<file path="src/rtl/alu_pkg.sv">
package alu_pkg;
  typedef enum logic [3:0] {
    OP_MOV  = 4'd0,
    OP_ADD  = 4'd1,
    OP_SUB  = 4'd2,
    OP_CMP  = 4'd3,
    OP_SHL  = 4'd4,
    OP_SHR  = 4'd5,
    OP_SAR  = 4'd6,
    OP_OR   = 4'd7,
    OP_AND  = 4'd8,
    OP_XOR  = 4'd9,
    OP_NOT  = 4'd10,
    OP_SETF = 4'd11,
    OP_ORI  = 4'd12,
    OP_ANDI = 4'd13,
    OP_XORI = 4'd14
  } alu_op_e;

  typedef enum logic [1:0] {
    SH_LEFT  = 2'd0,
    SH_RLOG  = 2'd1,
    SH_RARI  = 2'd2
  } shift_kind_e;

  typedef enum logic [1:0] {
    LG_OR  = 2'd0,
    LG_AND = 2'd1,
    LG_XOR = 2'd2,
    LG_NOT = 2'd3
  } logic_kind_e;

  localparam int FLAG_W  = 4;
  localparam int FLG_Z   = 0;
  localparam int FLG_S   = 1;
  localparam int FLG_OV  = 2;
  localparam int FLG_CY  = 3;
endpackage

</file>
<file path="src/rtl/alu_addsub.sv">
module alu_addsub #(
  parameter int W = 32
) (
  input  logic [W-1:0] lhs_i,
  input  logic [W-1:0] rhs_i,
  input  logic         sub_i,
  output logic [W-1:0] sum_o,
  output logic         carry_o,
  output logic         ovf_o
);
  logic [W:0] wide;

  always_comb begin
    if (sub_i) wide = {1'b0, lhs_i} - {1'b0, rhs_i};
    else       wide = {1'b0, lhs_i} + {1'b0, rhs_i};
  end

  assign sum_o   = wide[W-1:0];
  assign carry_o = wide[W];
  // signed overflow: operand signs agree (add) or differ (sub) and result sign departs from lhs
  assign ovf_o   = (sub_i ? (lhs_i[W-1] != rhs_i[W-1]) : (lhs_i[W-1] == rhs_i[W-1]))
                   && (wide[W-1] != lhs_i[W-1]);
endmodule

</file>
<file path="src/rtl/alu_shifter.sv">
module alu_shifter
  import alu_pkg::*;
#(
  parameter int W  = 32,
  localparam int CW = $clog2(W)
) (
  input  logic [W-1:0]  val_i,
  input  logic [CW-1:0] cnt_i,
  input  shift_kind_e   kind_i,
  output logic [W-1:0]  res_o,
  output logic          carry_o
);
  logic [W-1:0] rev_in;
  logic [W-1:0] src;
  logic         fill;
  logic [W:0]   stg [0:CW];
  logic [W-1:0] rev_out;

  // a left shift runs through the right-shift barrel on a bit-reversed word
  for (genvar i = 0; i < W; i++) begin : g_rev_in
    assign rev_in[i] = val_i[W-1-i];
  end

  assign src  = (kind_i == SH_LEFT) ? rev_in : val_i;
  assign fill = (kind_i == SH_RARI) ? val_i[W-1] : 1'b0;

  // one guard bit below the word catches the last bit shifted out
  assign stg[0] = {src, 1'b0};

  for (genvar k = 0; k < CW; k++) begin : g_stage
    localparam int SH = 2 ** k;
    assign stg[k+1] = cnt_i[k] ? {{SH{fill}}, stg[k][W:SH]} : stg[k];
  end

  for (genvar i = 0; i < W; i++) begin : g_rev_out
    assign rev_out[i] = stg[CW][W-i];
  end

  assign res_o   = (kind_i == SH_LEFT) ? rev_out : stg[CW][W:1];
  assign carry_o = stg[CW][0];
endmodule

</file>
<file path="src/rtl/alu_logic.sv">
module alu_logic
  import alu_pkg::*;
#(
  parameter int W = 32
) (
  input  logic [W-1:0] x_i,
  input  logic [W-1:0] y_i,
  input  logic_kind_e  kind_i,
  output logic [W-1:0] res_o
);
  always_comb begin
    unique case (kind_i)
      LG_OR:   res_o = x_i | y_i;
      LG_AND:  res_o = x_i & y_i;
      LG_XOR:  res_o = x_i ^ y_i;
      default: res_o = ~x_i;
    endcase
  end
endmodule

</file>
<file path="src/rtl/alu_flag_reg.sv">
module alu_flag_reg #(
  parameter int FW = 4
) (
  input  logic          clk,
  input  logic          rst_n,
  input  logic          load_i,
  input  logic [FW-1:0] d_i,
  output logic [FW-1:0] q_o
);
  logic [FW-1:0] q_r;
  logic [FW-1:0] q_nxt;

  always_comb begin
    q_nxt = q_r;
    if (load_i) q_nxt = d_i;
  end

  always_ff @(posedge clk or negedge rst_n) begin
    if (!rst_n) q_r <= '0;
    else        q_r <= q_nxt;
  end

  assign q_o = q_r;
endmodule

</file>
<file path="src/rtl/alu_core.sv">
module alu_core
  import alu_pkg::*;
#(
  parameter int W      = 32,
  parameter int IMM_W  = 16,
  parameter int SIMM_W = 5,
  localparam int CW    = $clog2(W)
) (
  input  logic             clk,
  input  logic             rst_n,
  input  logic             issue_i,
  input  logic [3:0]       op_i,
  input  logic [W-1:0]     a_i,
  input  logic [W-1:0]     b_i,
  input  logic [IMM_W-1:0] imm_i,
  input  logic             imm5_sel_i,
  output logic [W-1:0]     result_o,
  output logic             rd_we_o,
  output logic             flag_we_o,
  output logic [FLAG_W-1:0] flags_next_o,
  output logic [FLAG_W-1:0] flags_o
);
  alu_op_e         op;
  logic [W-1:0]    simm_ext;
  logic [W-1:0]    zimm_ext;
  logic [W-1:0]    src_opnd;
  logic [CW-1:0]   sh_cnt;
  logic            is_sub;
  logic            is_logic_imm;
  logic            is_logic_reg;
  logic            is_shift;
  logic [W-1:0]    as_sum;
  logic            as_cy;
  logic            as_ov;
  shift_kind_e     sh_kind;
  logic [W-1:0]    sh_res;
  logic            sh_cy;
  logic_kind_e     lg_kind;
  logic [W-1:0]    lg_x;
  logic [W-1:0]    lg_y;
  logic [W-1:0]    lg_res;
  logic [W-1:0]    res;
  logic            wr_rd;
  logic            wr_flg;
  logic [FLAG_W-1:0] fnext;

  assign op       = alu_op_e'(op_i);
  assign simm_ext = {{(W-SIMM_W){imm_i[SIMM_W-1]}}, imm_i[SIMM_W-1:0]};
  assign zimm_ext = {{(W-IMM_W){1'b0}}, imm_i};
  assign src_opnd = imm5_sel_i ? simm_ext : a_i;
  assign sh_cnt   = imm5_sel_i ? imm_i[CW-1:0] : a_i[CW-1:0];

  assign is_sub       = (op == OP_SUB) || (op == OP_CMP);
  assign is_logic_imm = (op == OP_ORI) || (op == OP_ANDI) || (op == OP_XORI);
  assign is_logic_reg = (op == OP_OR) || (op == OP_AND) || (op == OP_XOR) || (op == OP_NOT);
  assign is_shift     = (op == OP_SHL) || (op == OP_SHR) || (op == OP_SAR);

  alu_addsub #(.W(W)) u_addsub (
    .lhs_i   (b_i),
    .rhs_i   (src_opnd),
    .sub_i   (is_sub),
    .sum_o   (as_sum),
    .carry_o (as_cy),
    .ovf_o   (as_ov)
  );

  always_comb begin
    unique case (op)
      OP_SHL:  sh_kind = SH_LEFT;
      OP_SAR:  sh_kind = SH_RARI;
      default: sh_kind = SH_RLOG;
    endcase
  end

  alu_shifter #(.W(W)) u_shift (
    .val_i   (b_i),
    .cnt_i   (sh_cnt),
    .kind_i  (sh_kind),
    .res_o   (sh_res),
    .carry_o (sh_cy)
  );

  always_comb begin
    unique case (op)
      OP_OR,  OP_ORI:  lg_kind = LG_OR;
      OP_AND, OP_ANDI: lg_kind = LG_AND;
      OP_XOR, OP_XORI: lg_kind = LG_XOR;
      default:         lg_kind = LG_NOT;
    endcase
  end

  assign lg_x = is_logic_imm ? zimm_ext : a_i;
  assign lg_y = is_logic_imm ? a_i : b_i;

  alu_logic #(.W(W)) u_logic (
    .x_i    (lg_x),
    .y_i    (lg_y),
    .kind_i (lg_kind),
    .res_o  (lg_res)
  );

  always_comb begin
    res    = '0;
    wr_rd  = 1'b1;
    wr_flg = 1'b1;
    fnext  = flags_o;
    if (op == OP_MOV) begin
      res    = src_opnd;
      wr_flg = 1'b0;
    end else if ((op == OP_ADD) || is_sub) begin
      res          = as_sum;
      wr_rd        = (op != OP_CMP);
      fnext[FLG_CY] = as_cy;
      fnext[FLG_OV] = as_ov;
    end else if (is_shift) begin
      res           = sh_res;
      fnext[FLG_CY] = sh_cy;
      fnext[FLG_OV] = 1'b0;
    end else if (is_logic_reg || is_logic_imm) begin
      res           = lg_res;
      fnext[FLG_OV] = 1'b0;
    end else if (op == OP_SETF) begin
      res    = {{(W-1){1'b0}}, (imm_i[FLAG_W-1:0] == flags_o)};
      wr_flg = 1'b0;
    end else begin
      wr_rd  = 1'b0;
      wr_flg = 1'b0;
    end
    fnext[FLG_Z] = (res == '0);
    fnext[FLG_S] = res[W-1] && !is_logic_imm;
  end

  assign result_o     = res;
  assign rd_we_o      = issue_i && wr_rd;
  assign flag_we_o    = issue_i && wr_flg;
  assign flags_next_o = fnext;

  alu_flag_reg #(.FW(FLAG_W)) u_flags (
    .clk    (clk),
    .rst_n  (rst_n),
    .load_i (flag_we_o),
    .d_i    (flags_next_o),
    .q_o    (flags_o)
  );

  p_flag_load_r1: assert property (@(posedge clk) disable iff (!rst_n)
    flag_we_o |=> (flags_o == $past(flags_next_o)));

  p_flag_hold_r10: assert property (@(posedge clk) disable iff (!rst_n)
    !flag_we_o |=> $stable(flags_o));

  p_cmp_nowrite_r3: assert property (@(posedge clk) disable iff (!rst_n)
    (issue_i && op == OP_CMP) |-> (!rd_we_o && flag_we_o));

  p_logic_flags_r4: assert property (@(posedge clk) disable iff (!rst_n)
    (issue_i && is_logic_reg) |-> (!flags_next_o[FLG_OV] && flags_next_o[FLG_CY] == flags_o[FLG_CY]));

  p_imm_sign_r5: assert property (@(posedge clk) disable iff (!rst_n)
    (issue_i && is_logic_imm) |-> (!flags_next_o[FLG_S] && !flags_next_o[FLG_OV]));

  p_shift_zero_r6: assert property (@(posedge clk) disable iff (!rst_n)
    (issue_i && is_shift && sh_cnt == '0) |-> (result_o == b_i && !flags_next_o[FLG_CY]));

  p_sar_fill_r7: assert property (@(posedge clk) disable iff (!rst_n)
    (issue_i && op == OP_SAR) |-> (result_o[W-1] == b_i[W-1]));

  p_setf_r8: assert property (@(posedge clk) disable iff (!rst_n)
    (issue_i && op == OP_SETF) |-> (result_o[W-1:1] == '0 && !flag_we_o));
endmodule

</file>
<file path="config.mk">
export PLATFORM = sky130hd
export DESIGN_NAME = alu_core
export DESIGN_NICKNAME = d
export VERILOG_FILES = /design/src/rtl/alu_pkg.sv /design/src/rtl/alu_addsub.sv /design/src/rtl/alu_shifter.sv /design/src/rtl/alu_logic.sv /design/src/rtl/alu_flag_reg.sv /design/src/rtl/alu_core.sv
export SDC_FILE = /design/constraint.sdc
export NUM_CORES = 1
export LEC_CHECK = 0
export ABC_AREA = 1
export BUFFER_PORTS_ARGS = -buffer_cell sky130_fd_sc_hd__buf_2
export CAP_MARGIN = 20
export CORE_MARGIN = 8
export CORE_UTILIZATION = 58
export CTS_BUF_LIST = sky130_fd_sc_hd__clkbuf_16
export DETAILED_ROUTE_END_ITERATION = 6
export PLACE_DENSITY = 0.86
export SKIP_LAST_GASP = 1
export SLEW_MARGIN = 30
export SYNTH_ARGS = -nofsm -noshare
export SYNTH_HDL_FRONTEND = slang
export SYNTH_HIERARCHICAL = 1
export SYNTH_SLANG_ARGS = --single-unit
</file>
<file path="constraint.sdc">
create_clock -name clk -period 11 [get_ports clk]
set_input_delay 1.65 -clock clk [delete_from_list [all_inputs] [get_ports clk]]
set_output_delay 1.65 -clock clk [all_outputs]
set_load 0.01 [all_outputs]
</file>
==> run summary <==
total length of routed met2 wires - 18360 um
commonest non-fill, non-tap cell in the layout - nand2_1
Post-Route M1 WL - 18450 um
DIE AREA - 22960 um^2
Max transition margin - 0.4140
clk buf depth - 2
Slew @ Worst Pin - 869.7 ps
Finished Layout Cells - 2360
crit path time final - 8862 ps
unrepaired setup endpoints after global routing - false
Yosys reg bits - 4
Yosys top cell area share - 0.2474
Antenna Nets Post-Route - 0
Crit. End Element - output port
Resize count post-CTS - 0
Hold Crit Endpoint - u_flags/q_o[0]
Post-CTS Hold Fix Bufs - 0
max layer used - met4
CP max-delay cell - nand2_1
Yosys top cell by area - nand2_1
Mapped Cells - 2084
CTS tree - built
pwr dens - 77.16 nW/um^2
final worst slack - 2138 ps
first-pass GRT wire length - 70080 um
DRC viols - 2
Core Area - 17960 um^2
Layout Skew - 1.893 ps
Starting DRT DRC Count - 2223
top_reg_cell synth - dfrtp_1
Synth cell types - 48
nets - 2319
Avg Inst Size Synth - 5.110 um^2
R2R cell count - 13
Die Width - 151.5 um
FF-to-FF Start - u_flags/q_o[2]
antenna fix cells - 0
# setup viols final - 0
post-DR wirelength/cell - 19.81 um
P_leak - 6.393 nW
crit-path max FO - 34
Area Growth Syn to Fin - 5.287%
slowest stage delay, CP - 730 ps
root buf cell - clkbuf_16
drt via density - 6.210
Worst-Skew Late Latency - 220 ps
row count - 49
VDD IR max - 0.0001242 V
via count - 14660
failing checks - design-rule violations
status - finished with violations
Async SR Flop Fraction - 1.000
vias in the first global route - 12980
Hold Startpoint - u_flags/q_o[0]
final core utilization - 0.6242
CTS Sinks - 4
placed cell count - 2357
Startpoint Class - primary input
Mapped Area - 10650 um^2
Worst R2R End - u_flags/q_o[0]
setup TNS - 0 ps
max reg flops - 4
final hold violation count - 0
Worst-path clk slew - 30 ps
worst hold stages - 2
Initial Util - 0.5929
largest net degree at the start of global routing - 74
DRT Wirelength - 46750 um
share of cells above drive strength 1 - 0.1276
pre-CTS setup slack - 2572 ps
Critical Path, Cell by Cell - buf_2, nand2_1, o21ai_0, nor2_1, nand3_1, nor2_1, nand2_1, nand2_2, xor2_1, ha_1, a21oi_1, o21ai_0, a21oi_1, nand3_1, xor2_1, nand2_1, nand4_2, nor2_1, nand2_1, nor2_1, nand2_1, nor2_1, buf_2
Worst Setup Path Type - primary input to output port
fin. max-slew vios - 0
met3 wire length - 7374 um
most frequent cells in the layout - nand2_1 (702), nand3_1 (367), inv_1 (257)
H-Tree Depth - 1
hold_ws - 557.4 ps
TritonCTS Buffers - 3
gr usage total - 0.3904
drt first pass iters - 7
Reg2Reg Setup Slack - 9270 ps
Crit path required time - 9350 ps
Fmax achieved - 112.8 MHz
PortBufs - 129
critical path arrival - 7210 ps
max-cap check violation count - 0
Post CTS Setup Buffer Count - 0
yosys warns - 6
Post-synth EDFFs - 0
register area share after synthesis - 0.009398
top post-synthesis cells by area - nand2_1 (25%), nand3_1 (17%), ha_1 (11%)
grt ovf - 0
# IOs - 130
post-DP HPWL - 37040 um
FILL cells - 1908
Final GP Congestion - 1.037
Tcrit/Tclk final - 0.8056
HP Class - flip-flop to flip-flop
Syn Nets - 2270
Die Y-Extent - 151.5 um
initial antenna violation count - 0
==> layer usage <==
metal / GRT usage / vias to the layer above
met5: 0 / -
met4: 0.1911 / 0
met3: 0.08851 / 161
met2: 0.5604 / 1142
met1: 0.5366 / 6549
li1: - / 6803
==> worst max path at each step <==
stage                     startpoint         endpoint  slack (ps)  cells after the start
after detailed placement  imm5_sel_i  flags_next_o[0]        2570                     26
after floorplan           imm5_sel_i  flags_next_o[0]        4380                     31
after CTS                 imm5_sel_i  flags_next_o[0]        2500                     26
final                     imm5_sel_i  flags_next_o[0]        2140                     23
after global placement    imm5_sel_i  flags_next_o[0]        2620                     26
after global routing      imm5_sel_i  flags_next_o[0]        1980                     28
==> stage by stage <==
step / power (mW) / instance area (um^2)
floorplan: 0.5381 / 10650
global placement: 0.7566 / 11130
detailed placement: 0.7671 / 11130
CTS: 0.8276 / 11210
global route: 0.9241 / 11210
finish: 0.8652 / 11210
==> worst max-delay path: cells and delay by family <==
| family | cells | cell delay [ps] |
|---|---|---|
| compound gates | 4 | 1350 |
| simple gates | 14 | 2750 |
| buf+inv | 2 | 490 |
| xor+xnor | 2 | 590 |
| fa+ha+maj | 1 | 360 |
==> synthesized netlist by cell type (2+ instances only) <==
cell type	n
ha_1	97
a21oi_1	46
o21ai_2	2
nand2_2	33
nand3_2	43
o211ai_1	2
buf_2	51
xor2_1	40
o21ai_0	99
buf_6	10
nor2_1	141
o21ai_1	4
nor2_4	5
xnor2_1	10
nand2_1	702
nor2_2	7
nand3_1	367
clkbuf_4	2
clkbuf_1	16
nand3b_1	6
a21o_1	2
nand4_2	10
o21a_1	2
buf_4	11
dfrtp_1	4
inv_1	260
nor3_1	16
o21bai_1	4
nand4_1	55
buf_1	9
inv_2	11
==> cell type report <==
class	instances	area [um^2]	share of cell area
clock buffers	3	75.07	0.006695
repair buffers	145	765.7	0.06829
well taps	229	286.5	0.02555
inverters	273	1027	0.09161
flip-flops and latches	4	100.1	0.008927
multi-input cells	1706	8959	0.7989
==> cells by family after synthesis <==
| family | synth area share |
|---|---|
| buf+inv | 0.1512 |
| compound gates | 0.08224 |
| fa+ha+maj | 0.1158 |
| simple gates | 0.6002 |
| flops | 0.009399 |
| xor+xnor | 0.04112 |
==> power by group <==
group / leakage, nW / total [mW] / internal, mW / switching (mW)
clock: 0.0370 / 0.0564 / 0.0464 / 0.0100
sequential: 0.0532 / 0.0190 / 0.0166 / 0.00237
combinational: 6.30 / 0.790 / 0.237 / 0.553
total: 6.39 / 0.865 / 0.300 / 0.566
Power figures use the tool's default switching activity.
